--- src/rtl/sq_pkg.sv ---
package sq_pkg;

    typedef enum logic [1:0] {
        SLOT_FILL   = 2'd0,
        SLOT_QUEUED = 2'd1,
        SLOT_DRAIN  = 2'd2
    } slot_state_t;

    typedef enum logic {
        MST_IDLE  = 1'b0,
        MST_BURST = 1'b1
    } mst_state_t;

    localparam int NUM_SLOTS = 2;

endpackage

--- src/rtl/sq_slot.sv ---
module sq_slot
    import sq_pkg::*;
#(
    parameter int DATA_W = 32,
    parameter int WORDS  = 8,
    parameter int IDX_W  = 3,
    parameter int BASE_W = 27
) (
    input  logic              clk,
    input  logic              rst_n,
    input  logic              wr_en,
    input  logic [IDX_W-1:0]  wr_idx,
    input  logic [DATA_W-1:0] wr_data,
    input  logic              kick_en,
    input  logic [BASE_W-1:0] kick_base,
    input  logic              grant,
    input  logic              done,
    input  logic [IDX_W-1:0]  rd_idx,
    output logic [DATA_W-1:0] rd_data,
    output logic [BASE_W-1:0] base,
    output logic              busy,
    output logic              queued
);

    slot_state_t state_q, state_d;
    logic [DATA_W-1:0] mem_q [WORDS];
    logic [BASE_W-1:0] base_q;

    // state register
    always_ff @(posedge clk) begin
        if (!rst_n) begin
            state_q <= SLOT_FILL;
        end else begin
            state_q <= state_d;
        end
    end

    // transitions: kick, grant, final beat accepted
    always_comb begin
        state_d = state_q;
        unique case (state_q)
            SLOT_FILL:   if (kick_en) state_d = SLOT_QUEUED;
            SLOT_QUEUED: if (grant)   state_d = SLOT_DRAIN;
            SLOT_DRAIN:  if (done)    state_d = SLOT_FILL;
            default:                  state_d = SLOT_FILL;
        endcase
    end

    // outputs
    always_comb begin
        busy    = (state_q != SLOT_FILL);
        queued  = (state_q == SLOT_QUEUED);
        rd_data = mem_q[rd_idx];
        base    = base_q;
    end

    // word storage and target base
    always_ff @(posedge clk) begin
        if (!rst_n) begin
            for (int i = 0; i < WORDS; i++) begin
                mem_q[i] <= '0;
            end
            base_q <= '0;
        end else begin
            if (wr_en) begin
                mem_q[wr_idx] <= wr_data;
            end
            if (kick_en) begin
                base_q <= kick_base;
            end
        end
    end

endmodule

--- src/rtl/sq_master.sv ---
module sq_master
    import sq_pkg::*;
#(
    parameter int WORDS = 8,
    parameter int IDX_W = 3
) (
    input  logic                 clk,
    input  logic                 rst_n,
    input  logic [NUM_SLOTS-1:0] queued,
    input  logic                 m_ready,
    output logic [NUM_SLOTS-1:0] grant,
    output logic [NUM_SLOTS-1:0] done,
    output logic                 sel,
    output logic [IDX_W-1:0]     beat,
    output logic                 m_valid,
    output logic                 m_last
);

    localparam logic [IDX_W-1:0] LAST_BEAT = IDX_W'(WORDS - 1);

    mst_state_t       state_q, state_d;
    logic             sel_q, sel_d;
    logic [IDX_W-1:0] beat_q, beat_d;

    // state register
    always_ff @(posedge clk) begin
        if (!rst_n) begin
            state_q <= MST_IDLE;
            sel_q   <= 1'b0;
            beat_q  <= '0;
        end else begin
            state_q <= state_d;
            sel_q   <= sel_d;
            beat_q  <= beat_d;
        end
    end

    // transitions: start, advance, hold, finish
    always_comb begin
        state_d = state_q;
        sel_d   = sel_q;
        beat_d  = beat_q;
        unique case (state_q)
            MST_IDLE: begin
                if (|queued) begin
                    state_d = MST_BURST;
                    sel_d   = queued[0] ? 1'b0 : 1'b1;
                    beat_d  = '0;
                end
            end
            MST_BURST: begin
                if (m_ready) begin
                    if (beat_q == LAST_BEAT) begin
                        state_d = MST_IDLE;
                    end else begin
                        beat_d = beat_q + 1'b1;
                    end
                end
            end
            default: state_d = MST_IDLE;
        endcase
    end

    // outputs
    always_comb begin
        grant   = '0;
        done    = '0;
        m_valid = 1'b0;
        m_last  = 1'b0;
        unique case (state_q)
            MST_IDLE: begin
                if (|queued) grant[sel_d] = 1'b1;
            end
            MST_BURST: begin
                m_valid = 1'b1;
                m_last  = (beat_q == LAST_BEAT);
                if (m_ready && beat_q == LAST_BEAT) done[sel_q] = 1'b1;
            end
            default: ;
        endcase
        sel  = sel_q;
        beat = beat_q;
    end

endmodule

--- src/rtl/sq_burst_top.sv ---
module sq_burst_top
    import sq_pkg::*;
#(
    parameter  int DATA_W  = 32,
    parameter  int WORDS   = 8,
    parameter  int ADDR_W  = 32,
    localparam int BYTES_W = $clog2(DATA_W / 8),
    localparam int IDX_W   = $clog2(WORDS),
    localparam int BLK_W   = IDX_W + BYTES_W,
    localparam int BASE_W  = ADDR_W - BLK_W
) (
    input  logic                 clk,
    input  logic                 rst_n,
    input  logic                 st_valid,
    output logic                 st_ready,
    input  logic [IDX_W:0]       st_waddr,
    input  logic [DATA_W-1:0]    st_data,
    input  logic                 kick_valid,
    output logic                 kick_ready,
    input  logic                 kick_sel,
    input  logic [BASE_W-1:0]    kick_base,
    output logic                 m_valid,
    input  logic                 m_ready,
    output logic [ADDR_W-1:0]    m_addr,
    output logic [DATA_W-1:0]    m_data,
    output logic                 m_last,
    output logic [NUM_SLOTS-1:0] busy
);

    logic [NUM_SLOTS-1:0] queued_v;
    logic [NUM_SLOTS-1:0] grant_v;
    logic [NUM_SLOTS-1:0] done_v;
    logic [DATA_W-1:0]    rd_v   [NUM_SLOTS];
    logic [BASE_W-1:0]    base_v [NUM_SLOTS];
    logic                 cur_sel;
    logic [IDX_W-1:0]     cur_beat;
    logic                 st_fire;
    logic                 kick_fire;

    assign st_ready   = !busy[st_waddr[IDX_W]];
    assign kick_ready = !busy[kick_sel];
    assign st_fire    = st_valid && st_ready;
    assign kick_fire  = kick_valid && kick_ready;

    for (genvar g = 0; g < NUM_SLOTS; g++) begin : g_slot
        sq_slot #(
            .DATA_W (DATA_W),
            .WORDS  (WORDS),
            .IDX_W  (IDX_W),
            .BASE_W (BASE_W)
        ) u_slot (
            .clk       (clk),
            .rst_n     (rst_n),
            .wr_en     (st_fire && (st_waddr[IDX_W] == 1'(g))),
            .wr_idx    (st_waddr[IDX_W-1:0]),
            .wr_data   (st_data),
            .kick_en   (kick_fire && (kick_sel == 1'(g))),
            .kick_base (kick_base),
            .grant     (grant_v[g]),
            .done      (done_v[g]),
            .rd_idx    (cur_beat),
            .rd_data   (rd_v[g]),
            .base      (base_v[g]),
            .busy      (busy[g]),
            .queued    (queued_v[g])
        );
    end

    sq_master #(
        .WORDS (WORDS),
        .IDX_W (IDX_W)
    ) u_master (
        .clk     (clk),
        .rst_n   (rst_n),
        .queued  (queued_v),
        .m_ready (m_ready),
        .grant   (grant_v),
        .done    (done_v),
        .sel     (cur_sel),
        .beat    (cur_beat),
        .m_valid (m_valid),
        .m_last  (m_last)
    );

    assign m_data = rd_v[cur_sel];
    assign m_addr = {base_v[cur_sel], cur_beat, {BYTES_W{1'b0}}};

endmodule

--- config.mk ---
export PLATFORM = sky130hd
export DESIGN_NAME = sq_burst_top
export DESIGN_NICKNAME = d
export VERILOG_FILES = /design/src/rtl/sq_pkg.sv /design/src/rtl/sq_slot.sv /design/src/rtl/sq_master.sv /design/src/rtl/sq_burst_top.sv
export SDC_FILE = /design/constraint.sdc
export NUM_CORES = 1
export LEC_CHECK = 0
export BUFFER_PORTS_ARGS = -buffer_cell sky130_fd_sc_hd__buf_4
export CAP_MARGIN = 20
export CORE_ASPECT_RATIO = 0.5
export CORE_MARGIN = 2
export CORE_UTILIZATION = 60
export DETAILED_ROUTE_END_ITERATION = 12
export GPL_ROUTABILITY_DRIVEN = 0
export GPL_TIMING_DRIVEN = 1
export PLACE_DENSITY = 0.78
export SETUP_SLACK_MARGIN = 0.05
export SKIP_CTS_REPAIR_TIMING = 1
export SLEW_MARGIN = 15
export SYNTH_ARGS = -nofsm -noshare
export SYNTH_HDL_FRONTEND = slang
export SYNTH_HIERARCHICAL = 1
export SYNTH_SLANG_ARGS = --single-unit
--- constraint.sdc ---
create_clock -name clk -period 5.72 [get_ports clk]
set_input_delay 0 -clock clk [delete_from_list [all_inputs] [get_ports clk]]
set_output_delay 0 -clock clk [all_outputs]
set_load 0.01 [all_outputs]
==> impl_metrics.toml, run 1 <==
[outcome]
status = "finished, final reports clean"

[power_and_ir_drop]
total_power_mw = 8.85
ir_drop_v = 0.000252
p_leak_nw = 9.99
p_per_area_mw_per_mm2 = 298

[die]
io-pin-count = 139
die_h_microns = 151
start_util = 0.614
fp.coreArea_sq_mm = 0.0424
row_count = 53
dieArea_sq_mm = 0.0452
dieWidth_microns = 299

[final_layout]
nNetsFinal = 1948
multi_input_comb_area_sq_mm = 0.00860
fin_cells = 2492
syn_to_final_growth_pct = 13.9
area.sequential_sq_mm = 0.0167
nFillCells = 2747
finish.utilization = 0.700
drive_above_1_share = 0.237
stdcell_area_sq_mm = 0.0297

[global_route]
grt_start_max_net_pins = 103
grt_first_pass_wirelength_mm = 95.6
gr-total-overflow = 0
track_usage = 0.282
grt_pass1_vias = 15600
antenna_found_initial = 5

[clocking]
clock_latency_ps = 580
cts_num_sinks = 575
cts_tree = "done"
htreeDepth = 2
clkTransAtPathRegs_ps = 70
cts_root_buffer = "clkbuf_16"
cts_inserted_buffers = 50
cts_buffer_depth = 3

[routing]
dr.pass1.iters = 5
wl_per_cell_microns = 25.7
vias_per_cell = 6.51
routed_wl_mm = 64.2
initialDrtViolationCount = 1962
drc = 0
detail-route-antenna-nets = 0
vias = 16200

[flow_run]
cap_violations = 0

[place]
dp_hpwl_mm = 35.6
dp_cells = 2339
numPortBuffers = 136
dpl_cell_area_sq_mm = 0.0275

[yosys]
synth.distinct_cells = 37
yosys_warnings = 6
ys_ff_latch = 575
yosys-top-cells-area = "edfxtp_1 (59%), nor3_1 (9.8%), mux4_1 (8.1%), mux2_2 (4.9%), dfxtp_1 (4.8%)"
synth_area_sq_mm = 0.0261
synth_top_area_cell = "edfxtp_1"
syn_area_per_cell_sq_um = 14.8
netlist_instances = 1761
ys_seq_area_frac = 0.638
synth_top_area_frac = 0.590

[worst_setup_path]
critical_path.max_fanout = 68
crit_path_start_kind = "flop"
arrival_ps = 3670
worstSetupPathType = "flop to output port"
crit_path_end_kind = "output port"
cp.required_ps = 5720

[sta]
fin_setup_tns_ps = 0
max_freq_mhz = 272
fin_crit_sh = 0.642
slew_violations = 0
rsz0062_at_grt = "no"
relSlewSlack = 0.319
finalSetupViolations = 0
hold_violations = 0
final.min_clock_period_ps = 3670
skew_ps = 30.5
worst_pin_slew_ps = 1020

[min_path]
hold_class = "primary input to flop"
-- stage by stage --
stage          setup slack [ps]  hold slack (ps)
2_1_floorplan              1610             92.7
6_report                   2050              113
3_3_place_gp               2260              248
4_1_cts                    2020             -347
5_1_grt                    1930              135
3_5_place_dp               2160              254
-- power breakdown --
group / total [mW] / internal [mW] / leakage, nW / switching (mW)
logic: 0.877 / 0.359 / 3.46 / 0.518
registers: 4.81 / 4.73 / 5.79 / 0.0758
clock network: 3.17 / 1.67 / 0.741 / 1.50
-- layout make-up --
cell class / instances / share of cell area
Clock buffer: 57 / 0.0437
Inverter: 68 / 0.00860
Timing Repair Buffer: 235 / 0.0666
Clock inverter: 32 / 0.00619
Multi-Input combinational cell: 947 / 0.290
Antenna cell: 1 / 0.0000843
Sequential cell: 575 / 0.561
Tap cell: 577 / 0.0243
-- cells in the mapped netlist --
cell type	instances
conb_1	1
mux2_2	113
or3b_2	2
a31oi_1	3
edfxtp_1	512
buf_8	1
buf_4	2
and3_1	1
o21ai_0	16
ha_1	2
a21oi_1	3
nor3_2	1
nor3_1	513
mux2_4	10
nand3_1	6
a2111oi_0	2
and2_2	1
buf_1	29
nor2b_1	3
clkbuf_1	106
inv_1	4
clkinv_1	64
mux2i_1	56
buf_2	17
dfxtp_1	63
nor2_1	58
nand2b_1	5
buf_6	17
and3b_1	2
nand3b_1	4
or2_2	4
nand4b_1	2
mux4_1	80
mux4_2	48
nor3b_1	3
or3_1	1
nand2_1	6
-- worst max-delay path, cell delays in order, from the launching register on --
cell and delay, ps:
dfxtp_4 950, buf_4 870, mux4_2 440, mux2_2 360
mux2_2 290, buf_4 150
-- sequential cells by signal, indices dropped and copies added, names as in the netlist --
signal	cells
u_master/state_q	1
g_slot.u_slot/mem_q	512
g_slot.u_slot/base	54
g_slot.u_slot/state_q	4
u_master/sel	1
u_master/beat	3
-- layer usage --
| metal | vias to the layer above | track usage | wire length (microns) | part of all wire |
|---|---|---|---|---|
| met3 | 80 | 0.0830 | 8290 | 0.13 |
| met2 | 875 | 0.427 | 29300 | 0.46 |
| li1 | 7124 | - | - | - |
| met5 | - | 0 | 41 | 0.00064 |
| met1 | 8141 | 0.414 | 25600 | 0.40 |
| met4 | 6 | 0.0503 | 907 | 0.014 |
-- path summary, 6_finish.rpt --
kind	startpoint	endpoint	slack, ps	cells after the start
worst max-delay path	u_master/beat[2]	m_data[30]	2050	5
worst min-delay path	kick_sel	g_slot[0].u_slot/state_q[0]	110	5
worst max register to register	g_slot[0].u_slot/state_q[1]	g_slot[0].u_slot/mem_q[0][28]	2120	6
worst min register to register	g_slot[0].u_slot/base[9]	g_slot[0].u_slot/base[9]	490	2
-- cell families (layout without fill, tap and decap cells) --
group,count (synthesis),in the layout,share of synthesized area
fa+ha+maj,2,2,0.000959
compound gates,24,24,0.00504
buf+inv,240,392,0.0410
mux,307,307,0.198
flops,575,575,0.638
simple gates,612,612,0.117
other cells,1,3,0.000144
-- placed cells by master, fill, tap and decap left out, types with 2 or more instances in the layout --
master / synthesis / layout
dfxtp_1: 63 / 59
nand2_2: 0 / 2
nand3b_1: 4 / 4
nand3_4: 0 / 2
edfxtp_1: 512 / 512
nor3_1: 513 / 513
inv_6: 0 / 3
clkinv_1: 64 / 76
mux2i_1: 56 / 56
mux4_2: 48 / 48
buf_4: 2 / 170
dlygate4sd3_1: 0 / 61
a21oi_1: 3 / 3
buf_16: 0 / 2
dfxtp_4: 0 / 4
mux2_2: 113 / 113
o21ai_4: 0 / 16
clkbuf_16: 0 / 51
nand2_1: 6 / 4
or2_2: 4 / 4
nand3_1: 6 / 4
clkinv_2: 0 / 15
nand4b_1: 2 / 2
mux4_1: 80 / 80
clkbuf_1: 106 / 6
mux2_4: 10 / 10
ha_1: 2 / 2
or3b_2: 2 / 2
conb_1: 1 / 2
a2111oi_0: 2 / 2
nor2_1: 58 / 58
a31oi_1: 3 / 3
nor2b_1: 3 / 3
nand2b_2: 0 / 4
inv_1: 4 / 4
nor3b_1: 3 / 2
(Power assumes the default switching activity.)
==> run 2, diff against run 1 <==
--- a/config.mk
+++ b/config.mk
@@ -9,11 +9,11 @@
 export CAP_MARGIN = 20
 export CORE_ASPECT_RATIO = 0.5
 export CORE_MARGIN = 2
-export CORE_UTILIZATION = 60
+export CORE_UTILIZATION = 55
 export DETAILED_ROUTE_END_ITERATION = 12
 export GPL_ROUTABILITY_DRIVEN = 0
 export GPL_TIMING_DRIVEN = 1
-export PLACE_DENSITY = 0.78
+export PLACE_DENSITY = 0.76
 export SETUP_SLACK_MARGIN = 0.05
 export SKIP_CTS_REPAIR_TIMING = 1
 export SLEW_MARGIN = 15
==> constraint.sdc (replaced) <==
create_clock -name clk -period 3 [get_ports clk]
set_input_delay 0 -clock clk [delete_from_list [all_inputs] [get_ports clk]]
set_output_delay 0 -clock clk [all_outputs]
set_load 0.01 [all_outputs]
==> run 2 against run 1 <==
Critical path depth up 1. Via count up 2.4%. Count of clock-buffer cells in the layout up 5. Sequential power up 90%. Combinational power up 100%. Final area up 2.3%. Clock skew up 1.5 ps. Global-route usage down 1.8 points. Largest cell class unchanged. Highest routed layer unchanged.
==> impl_metrics.toml, run 2 (synthesis gave the netlist of run 1 again) <==
[outcome]
status = "finished, final reports clean"

[final_layout]
largest_reg_flops = 512
stdcell_area_sq_mm = 0.0304
final_common_cell = "nor3_1"
multi_input_comb_area_sq_mm = 0.00862
final_cell_mix = "nor3_1 (513), edfxtp_1 (512), buf_4 (202)"
drive_above_1_share = 0.257
top_register = "g_slot.u_slot/mem_q"
syn_to_final_growth_pct = 16.5
nNetsFinal = 1996
nFillCells = 3240
area.sequential_sq_mm = 0.0167

[sta]
hold_violations = 0
skew_ps = 32.0
relSlewSlack = 0.428
worst_pin_slew_ps = 858
finalSetupViolations = 0
slew_violations = 0
final.min_clock_period_ps = 2870
fin_crit_sh = 0.957
rsz0062_at_grt = "no"
max_freq_mhz = 348

[die]
die_h_microns = 158
start_util = 0.557
dieWidth_microns = 312
io-pin-count = 139
row_count = 56
dieArea_sq_mm = 0.0493
fp.coreArea_sq_mm = 0.0468

[clocking]
cts_buffer_depth = 3
clkTransAtPathRegs_ps = 70
cts_root_buffer = "clkbuf_16"
htreeDepth = 2
cts_tree = "done"
cts_inserted_buffers = 50
clock_latency_ps = 600
cts_num_sinks = 575

[power_and_ir_drop]
p_clk_frac = 0.365
power_switching_mw = 4.08
intPower_mw = 13.1
seqPwrFrac = 0.532
p_sw_frac = 0.237
total_power_mw = 17.2
ir_drop_v = 0.000434
pwr-share-comb = 0.103
p_leak_nw = 10.3
p_per_area_mw_per_mm2 = 567

[global_route]
antenna_found_initial = 4
grt_pass1_vias = 15700
grt_start_max_net_pins = 109
grt_first_pass_wirelength_mm = 97.8
gr-total-overflow = 0
track_usage = 0.264

[routing]
drc = 0
detail-route-antenna-nets = 0
dr.pass1.iters = 6
vias_per_cell = 6.39
routed_wl_mm = 66.7
wl_per_cell_microns = 25.6
initialDrtViolationCount = 2088
vias = 16600

[worst_setup_path]
arrival_ps = 2870
cp_slowest_stage_delay_ps = 560
worstSetupPathType = "flop to output port"
cp_top_family = "multiplexers"
cp.required_ps = 3000
crit_chain = "buf_4, buf_12, mux4_1, mux2_2, mux2_2, buf_4"
critical_path.max_fanout = 15
crit_path_end_kind = "output port"
crit_slowest_cell = "dfxtp_4"
cp_num_buf_inv = 3
crit_path_start_kind = "flop"

[place]
numPortBuffers = 136
dp_hpwl_mm = 38.5
dpl_cell_area_sq_mm = 0.0281

[min_path]
hold_class = "primary input to flop"

[flow_run]
cap_violations = 0
-- run 2: changes by cell type in the layout (fill, tap and decap cells not counted), sizes merged --
| cell | before | now |
|---|---|---|
| dlygate4sd3 | 61 | 64 |
| bufinv | 1 | 2 |
| clkinv | 91 | 86 |
| buf | 174 | 219 |
| clkbuf | 57 | 62 |
-- run 2: worst min-delay path, delay by kind of cell --
kind	cells	cell delay, ps
and+or+nand+nor	2	300
buffers and inverters	1	170
-- run 2: area by class of cell --
type	count	area share
clock buffer	62	0.0444
clock inverter	28	0.00680
timing repair buffer	283	0.0822
inverter	68	0.00840
sequential	575	0.548
tap	638	0.0263
antenna	1	0.0000824
multi-input combinational	947	0.284
-- run 2: power by group through the flow --
stage / combinational, mW / clock (mW) / sequential, mW
4_1_cts: 1.65 / 6.34 / 9.16
5_1_grt: 1.86 / 6.67 / 9.18
2_1_floorplan: 1.02 / 0 / 9.26
3_5_place_dp: 1.64 / 0 / 9.33
6_report: 1.78 / 6.28 / 9.15
3_3_place_gp: 1.62 / 0 / 9.31
-- run 2: final timing paths --
check	start	endpoint	slack (ps)	depth (start not counted)
max	u_master/beat[0]	m_data[8]	130	6
min	st_waddr[2]	g_slot[1].u_slot/mem_q[4][2]	80	3
max reg2reg	g_slot[0].u_slot/state_q[1]	g_slot[0].u_slot/mem_q[2][29]	280	7
min reg2reg	g_slot[1].u_slot/base[14]	g_slot[1].u_slot/base[14]	490	2
-- run 2: metrics by stage --
step	instances	utilization	TNS, ps	setup slack, ps	hold WS [ps]
floorplan	1762	-	-44790	-240	92.7
detailed placement	2437	0.600	-1160	-52.8	256
global route	2601	0.649	0	86.3	45.2
global placement	2437	0.600	0	5.84	245
CTS	2527	0.633	-5870	-182	-353
finish	2602	0.649	0	128	76.3
-- run 2: metal layers --
metal,vias up,part of all wire,GRT usage
li1,7226,-,-
met1,8359,0.40,0.377
met2,927,0.45,0.399
met3,102,0.13,0.0824
met4,2,0.018,0.0620
met5,-,0.00016,0
